### config.mk
export PLATFORM = sky130hd
export DESIGN_NAME = gpio_chg_port
export DESIGN_NICKNAME = d
export VERILOG_FILES = /design/src/rtl/gpio_pkg.sv /design/src/rtl/gpio_sync.sv /design/src/rtl/gpio_chg_detect.sv /design/src/rtl/gpio_chg_port.sv
export SDC_FILE = /design/constraint.sdc
export NUM_CORES = 1
export LEC_CHECK = 0
export BUFFER_PORTS_ARGS = -buffer_cell sky130_fd_sc_hd__buf_2
export CAP_MARGIN = 5
export CORE_MARGIN = 2
export CORE_UTILIZATION = 47
export CTS_CLUSTER_DIAMETER = 60
export DETAILED_ROUTE_END_ITERATION = 7
export GPL_TIMING_DRIVEN = 0
export HOLD_SLACK_MARGIN = 0.06
export PLACE_DENSITY_LB_ADDON = 0.05
export REMOVE_ABC_BUFFERS = 1
export SYNTH_ARGS = -nofsm -noshare
export SYNTH_HDL_FRONTEND = slang
export SYNTH_SLANG_ARGS = --single-unit
### constraint.sdc
create_clock -name clk -period 1.5 [get_ports clk]
set_clock_uncertainty 0.1 [all_clocks]
set_input_delay 0.15 -clock clk [delete_from_list [all_inputs] [get_ports clk]]
set_output_delay 0.15 -clock clk [all_outputs]
set_load 0.02 [all_outputs]
### src/rtl/gpio_pkg.sv
package gpio_pkg;
   // bit of the option write that carries the active-low pull-up control
   localparam int PU_CTRL_BIT = 7;
   // reset state of the pull-up disable bit (1 = pull-ups off)
   localparam logic PU_DIS_RST = 1'b1;
endpackage

### src/rtl/gpio_sync.sv
module gpio_sync #(
   parameter int W      = 8,
   parameter int STAGES = 2
) (
   input  logic         clk,
   input  logic         rst_n,
   input  logic [W-1:0] d,
   output logic [W-1:0] q
);
   generate
      if (STAGES < 1) begin : g_bad
         $error("gpio_sync: STAGES must be at least 1");
      end
   endgenerate

   logic [W-1:0] stg [STAGES];

   genvar s;
   generate
      for (s = 0; s < STAGES; s++) begin : g_stage
         always_ff @(posedge clk or negedge rst_n) begin
            if (!rst_n)      stg[s] <= '0;
            else if (s == 0) stg[s] <= d;
            else             stg[s] <= stg[(s == 0) ? 0 : s-1];
         end
      end
   endgenerate

   assign q = stg[STAGES-1];
endmodule

### src/rtl/gpio_chg_detect.sv
module gpio_chg_detect #(
   parameter int CW = 4
) (
   input  logic          clk,
   input  logic          rst_n,
   input  logic [CW-1:0] lvl,
   input  logic [CW-1:0] in_mask,
   input  logic          capture,
   input  logic          clr,
   output logic          flag
);
   logic [CW-1:0] snap;
   logic          mismatch;

   assign mismatch = |((lvl ^ snap) & in_mask);

   always_ff @(posedge clk or negedge rst_n) begin
      if (!rst_n)       snap <= '0;
      else if (capture) snap <= lvl;
   end

   always_ff @(posedge clk or negedge rst_n) begin
      if (!rst_n)        flag <= 1'b0;
      else if (mismatch) flag <= 1'b1;
      else if (clr)      flag <= 1'b0;
   end

   // a live mismatch always leaves the flag set
   a_r5_mismatch_sets: assert property (@(posedge clk) disable iff (!rst_n)
      mismatch |=> flag);
   // clear without mismatch drops the flag
   a_r7_clear_works: assert property (@(posedge clk) disable iff (!rst_n)
      (clr && !mismatch) |=> !flag);
   // snapshot follows the levels seen at the capture
   a_r6_snap_load: assert property (@(posedge clk) disable iff (!rst_n)
      capture |=> snap == $past(lvl));
   // without a mismatch the flag never rises
   a_r7_no_spurious: assert property (@(posedge clk) disable iff (!rst_n)
      (!mismatch && !flag) |=> !flag);
endmodule

### src/rtl/gpio_chg_port.sv
module gpio_chg_port #(
   parameter int PORT_W      = 8,
   parameter int CHG_LO      = 4,
   parameter int SYNC_STAGES = 2
) (
   input  logic              clk,
   input  logic              rst_n,
   input  logic [PORT_W-1:0] bus_wdata,
   input  logic              wr_port,
   input  logic              wr_dir,
   input  logic              wr_opt,
   input  logic              rd_port,
   input  logic              rd_dir,
   input  logic              clr_flag,
   output logic [PORT_W-1:0] rd_data,
   input  logic [PORT_W-1:0] pin_in,
   output logic [PORT_W-1:0] pin_oe,
   output logic [PORT_W-1:0] pin_out,
   output logic [PORT_W-1:0] pin_pu,
   output logic              chg_flag,
   output logic              wake_req
);
   import gpio_pkg::*;

   localparam int CW = PORT_W - CHG_LO;

   generate
      if (CHG_LO < 0 || CHG_LO >= PORT_W) begin : g_bad_lo
         $error("gpio_chg_port: CHG_LO out of range");
      end
      if (PORT_W <= PU_CTRL_BIT) begin : g_bad_w
         $error("gpio_chg_port: PORT_W too narrow for pull-up control bit");
      end
   endgenerate

   logic [PORT_W-1:0] dir_q, lat_q, lvl;
   logic              pu_dis_q;

   always_ff @(posedge clk or negedge rst_n) begin
      if (!rst_n) begin
         dir_q    <= '1;
         lat_q    <= '0;
         pu_dis_q <= PU_DIS_RST;
      end else begin
         if (wr_dir)  dir_q    <= bus_wdata;
         if (wr_port) lat_q    <= bus_wdata;
         if (wr_opt)  pu_dis_q <= bus_wdata[PU_CTRL_BIT];
      end
   end

   gpio_sync #(.W(PORT_W), .STAGES(SYNC_STAGES)) u_sync (
      .clk(clk), .rst_n(rst_n), .d(pin_in), .q(lvl)
   );

   gpio_chg_detect #(.CW(CW)) u_det (
      .clk(clk), .rst_n(rst_n),
      .lvl(lvl[PORT_W-1:CHG_LO]),
      .in_mask(dir_q[PORT_W-1:CHG_LO]),
      .capture(rd_port | wr_port),
      .clr(clr_flag),
      .flag(chg_flag)
   );

   assign pin_oe   = ~dir_q;
   assign pin_out  = lat_q;
   assign pin_pu   = dir_q & {PORT_W{~pu_dis_q}};
   assign wake_req = chg_flag;

   always_comb begin
      if (rd_port)     rd_data = (dir_q & lvl) | (~dir_q & lat_q);
      else if (rd_dir) rd_data = dir_q;
      else             rd_data = '0;
   end

   // a direction write is reflected on the enables one edge later
   a_r2_dir_load: assert property (@(posedge clk) disable iff (!rst_n)
      wr_dir |=> pin_oe == ~$past(bus_wdata));
   // disabling pull-ups removes every pull-up
   a_r4_pu_off: assert property (@(posedge clk) disable iff (!rst_n)
      (wr_opt && bus_wdata[PU_CTRL_BIT]) |=> pin_pu == '0);
   // a driven pin never also pulls up
   a_r4_pu_gate: assert property (@(posedge clk) disable iff (!rst_n)
      (pin_oe & pin_pu) == '0);
   // port write lands in the output latch
   a_r2_latch_load: assert property (@(posedge clk) disable iff (!rst_n)
      wr_port |=> pin_out == $past(bus_wdata));
endmodule

### Word-level counts from Yosys, hierarchy flattened

Cells that the tools add are included.

| word-level totals | value |
|---|---|
| output and inout bits | 34 |
| logic and storage cells | 22 |
| bits of input ports | 24 |
| flip-flop bits (word level) | 38 |

| operators by class | value |
|---|---|
| bitwise operators | 9 |
| reductions and logical operators | 2 |
| muxes and demuxes | 4 |

Operator list:

| kind | count |
|---|---|
| 8-bit AND | 3 |
| 8-bit 2-to-1 mux | 2 |
| 8-bit NOT | 1 |
| 8-bit bitwise OR | 1 |
| 4-bit AND | 1 |
| 4-bit OR reduction | 1 |
| 4-bit XOR | 1 |
| 1-bit 2-to-1 mux | 2 |
| 2-bit nonzero test | 1 |
| 1-bit NOT | 1 |
| 1-bit bitwise OR | 1 |

### Depth between registers and ports, before layout

| logic depth | value |
|---|---|
| depth in word-level cells | 4 |
| depth in mapped cells | 4 |
| mapped depth without buffers | 3 |

### By module

From an unflattened synthesis, not the netlist that was laid out.

| second synthesis, totals | value |
|---|---|
| cell total of the unflattened synthesis | 124 |
| area, all modules | 1595.3 um2 |

By module, submodules not included:

| module | times used | area each (um2) | cells each | sequential area each (um2) |
|---|---|---|---|---|
| gpio_chg_port | 1 | 904.6 | 83 | 436.7 |
| gpio_sync | 1 | 460.4 | 24 | 400.4 |
| gpio_chg_detect | 1 | 230.2 | 17 | 125.1 |

### Least setup slack after synthesis

No wires, ideal clock.

| timing | value |
|---|---|
| path kind | reg-to-output |
| start point | reg dir_q[6] |
| end point | out rd_data[6] |
| data required time | 1250 ps |
| arrival | 1098 ps |
| slack | 152 ps |
| stages on the path, launching flop included | 3 |
| buffers on the path | 0 |
| cells stage by stage | dfstp_2 -> mux2_2 -> a22o_1 |

| on the way | value |
|---|---|
| longest elaborated chain between the ends | 4 |
| elaborated cells between the ends (all ways) | 6 |
| classes of those cells | mux: 2; bitwise: 4 |

Ends and longest elaborated chain:

| element | RTL line | source |
|---|---|---|
| start, declared | gpio_chg_port.sv:36 | `logic [PORT_W-1:0] dir_q, lat_q, lvl;` |
| start signal, assigned | gpio_chg_port.sv:45 | `if (wr_dir) dir_q <= bus_wdata;` |
| 8-bit NOT | gpio_chg_port.sv:70 | `if (rd_port) rd_data = (dir_q & lvl) \| (~dir_q & lat_q);` |
| 8-bit AND | gpio_chg_port.sv:70 |  |
| 8-bit bitwise OR | gpio_chg_port.sv:70 |  |
| 8-bit 2-to-1 mux (*) | gpio_chg_port.sv:70 |  |
| end, declared | gpio_chg_port.sv:15 | `output logic [PORT_W-1:0] rd_data,` |

Mark *: on every way between the ends. The rest lies on a longest branch, timed or not.

### Worst setup path in the final report

| timing | value |
|---|---|
| start point | reg dir_q[1] |
| end point | out rd_data[1] |

Same word-level chain as after synthesis.

==> out/qor.yml <==
drt_first_iter_violations: 43
vdd_ir_drop_max_uv: 697
cp.arrival_ns: 1.55
slew_violations: 0
critPathKind: "reg2out"
rows: 20
cts_tree: "yes"
crit_slowest_cell: "dfstp_2"
hpwlAfterDp_um: 2090
fin_total_pwr_mw: 2.40
rsz0062_at_grt: "yes"
crit_chain: "mux2_4 -> a22o_1 -> buf_6"
initial_utilization_pct: 49.3
syn_inst: 116
grt-ovfl-total: 0
critPathCaptureType: "primary output"
violations: "negative setup slack"
vias: 1250
p_int_mw: 1.70
fin_nets: 237
slew_headroom_pct: 46.6
final_area_mm2: 0.00244
finalHoldViolations: 0
crit_fanout: 2
grt_use_total_pct: 19.9
antenna_cells: 0
firstDrtPassIters: 4
maxCapViolCount: 0
h-tree-depth: 2
path_clk_slew_ns: 0.10
gp_congestion: 0.697
antenna_found_initial: 0
ys_warn_count: 0
grt_pass1_wl_um: 5180
cts-root-buf: "clkbuf_4"
grt_pass1_vias: 1163
syn_area_per_cell_um2: 13.0
hold_depth: 2
setup_viol_count_final: 16
max_stage_delay_ns: 0.57
grt_max_degree: 39
synth_area_mm2: 0.00151
rr_worst_depth: 4
seqPwrFrac_pct: 49.0
fmaxAchievable_ghz: 0.556
start_kind: "flip-flop"
netSwitchingPower_mw: 0.699
worst_slack_ns: -0.298
core_area_mm2: 0.00305
status: "finished, violations left"
worstPathRequired_ns: 1.25
power_density_mw_per_mm2: 982
avgRoutedWirePerCell_um: 13.5
cellLeakagePower_nw: 1.14
combPwrFrac_pct: 28.3
routed_wl_um: 3480
antenna_left: 0
finalCritPeriodShare_pct: 120
cts_buffers: 5
drc: 0
pwr-share-clk_pct: 22.8
clkSinkCount: 38
die_w_um: 60.6
ys_ff_latch: 38
final_util_pct: 79.9
worstMarginPinSlew_ns: 0.801
vias_per_cell: 4.84
yosysSeqAreaShare_pct: 63.9
port_buffers: 57
synth_cell_types: 19
drive_gt1_share_pct: 56.1
most-common-layout-cells: "buf_2, dfrtp_1, dlygate4sd3_1"
clk_path_buf_depth: 2
placed_cell_area_mm2: 0.00182
hp-class: "in2reg"
pin_count: 58
area_delta_synth_final_pct: 62.1
place_ws_ns: -0.101
final_common_cell: "buf_2"
worstSkewPairLatency_ns: 0.34
power.share.switching_pct: 29.2
fin_crit_ns: 1.80
die_h_um: 60.6
dieArea_mm2: 0.00367
## cells in the mapped netlist (all sizes together)
cell type  count  area share, %
dfrtp         29             48
mux2          20             15
o21ai         10            3.3
dfstp          9             16
nand2          9            2.2
nor2           9            2.7
inv            8            2.0
a22o           7            4.1
buf            4            1.5
xor2           3            1.7
clkbuf         2           0.50
a222oi         1           0.67
and2           1           0.42
nand2b         1           0.42
nor2b          1           0.42
o211ai         1           0.50
xnor2          1           0.58
## what timing repair did
item                       4_1_cts  5_1_grt
hold endpoints to repair        55        0
gates resized for setup         30       44
pin swaps                       11       12
hold buffers                    27        0
setup endpoints to repair       10       29
setup buffers                    8        4
## power groups by stage
stage / combinational (mW) / sequential [mW] / clock, mW
after detailed placement: 0.442 / 1.20 / 0
after global placement: 0.436 / 1.20 / 0
final: 0.678 / 1.17 / 0.545
after global routing: 0.726 / 1.18 / 0.606
after floorplan: 0.227 / 1.23 / 0
after CTS: 0.589 / 1.18 / 0.562
## metal layers
layer / track usage (%) / wire [um] / vias up
met5: 0 / 0 / -
met4: 9.32 / 42 / 0
met3: 5.12 / 227 / 6
met2: 31.6 / 1730 / 50
met1: 25.6 / 1480 / 606
li1: - / - / 588
## critical path, delay by kind of cell, from the launching register on
kind / cells / cell delay, ns
compound gates: 1 / 0.20
mux: 1 / 0.30
buf+inv: 1 / 0.14
flops: 1 / 0.57
## flip-flops by register name, summed over array words and instances (netlist names)
| register | flops |
|---|---|
| u_det.flag | 1 |
| u_det.snap | 4 |
| dir_q | 8 |
| pin_out | 8 |
| pu_dis_q | 1 |
| u_sync.stg | 8 |
| u_sync.q | 8 |
## kinds of logic after synthesis
group / share of synthesized area (%)
buf+inv: 3.99
simple gates: 6.24
compound gates: 8.56
xor+xnor: 2.33
mux: 15.0
flops: 63.9
## stage by stage
| step | cells | TNS (ns) | hold slack, ns |
|---|---|---|---|
| floorplan | 110 | 0 | -0.246 |
| global route | 258 | -3.09 | 0.176 |
| global placement | 211 | -0.593 | 0.157 |
| CTS | 254 | -2.52 | 0.169 |
| detailed placement | 211 | -0.663 | 0.159 |
| finish | 258 | -2.22 | 0.182 |
## worst paths after layout
path | startpoint | end | slack, ns
worst min-delay path | wr_port | pin_out[4]$_DFFE_PN0P_ | 0.18
worst max register to register | dir_q[4]$_DFFE_PN1P_ | u_det.flag$_DFFE_PN0P_ | 0.11
worst max-delay path | dir_q[1]$_DFFE_PN1P_ | rd_data[1] | -0.30
min in group asynchronous | rst_n | u_sync.stg[12]$_DFF_PN0_ | 0.32
max in group asynchronous | rst_n | pin_out[5]$_DFFE_PN0P_ | 0.47
worst min register to register | u_sync.stg[13]$_DFF_PN0_ | u_sync.q[5]$_DFF_PN0_ | 0.26
## layout make-up
| type | count | area [um2] |
|---|---|---|
| multi-input combinational | 64 | 542 |
| clock inverter | 1 | 5.00 |
| inverter | 8 | 42.5 |
| tap | 44 | 55.1 |
| sequential | 38 | 962 |
| fill | 200 | 613 |
| timing repair buffer | 96 | 778 |
| clock buffer | 7 | 55.1 |
Note: power is estimated with default switching activity, not from simulation.
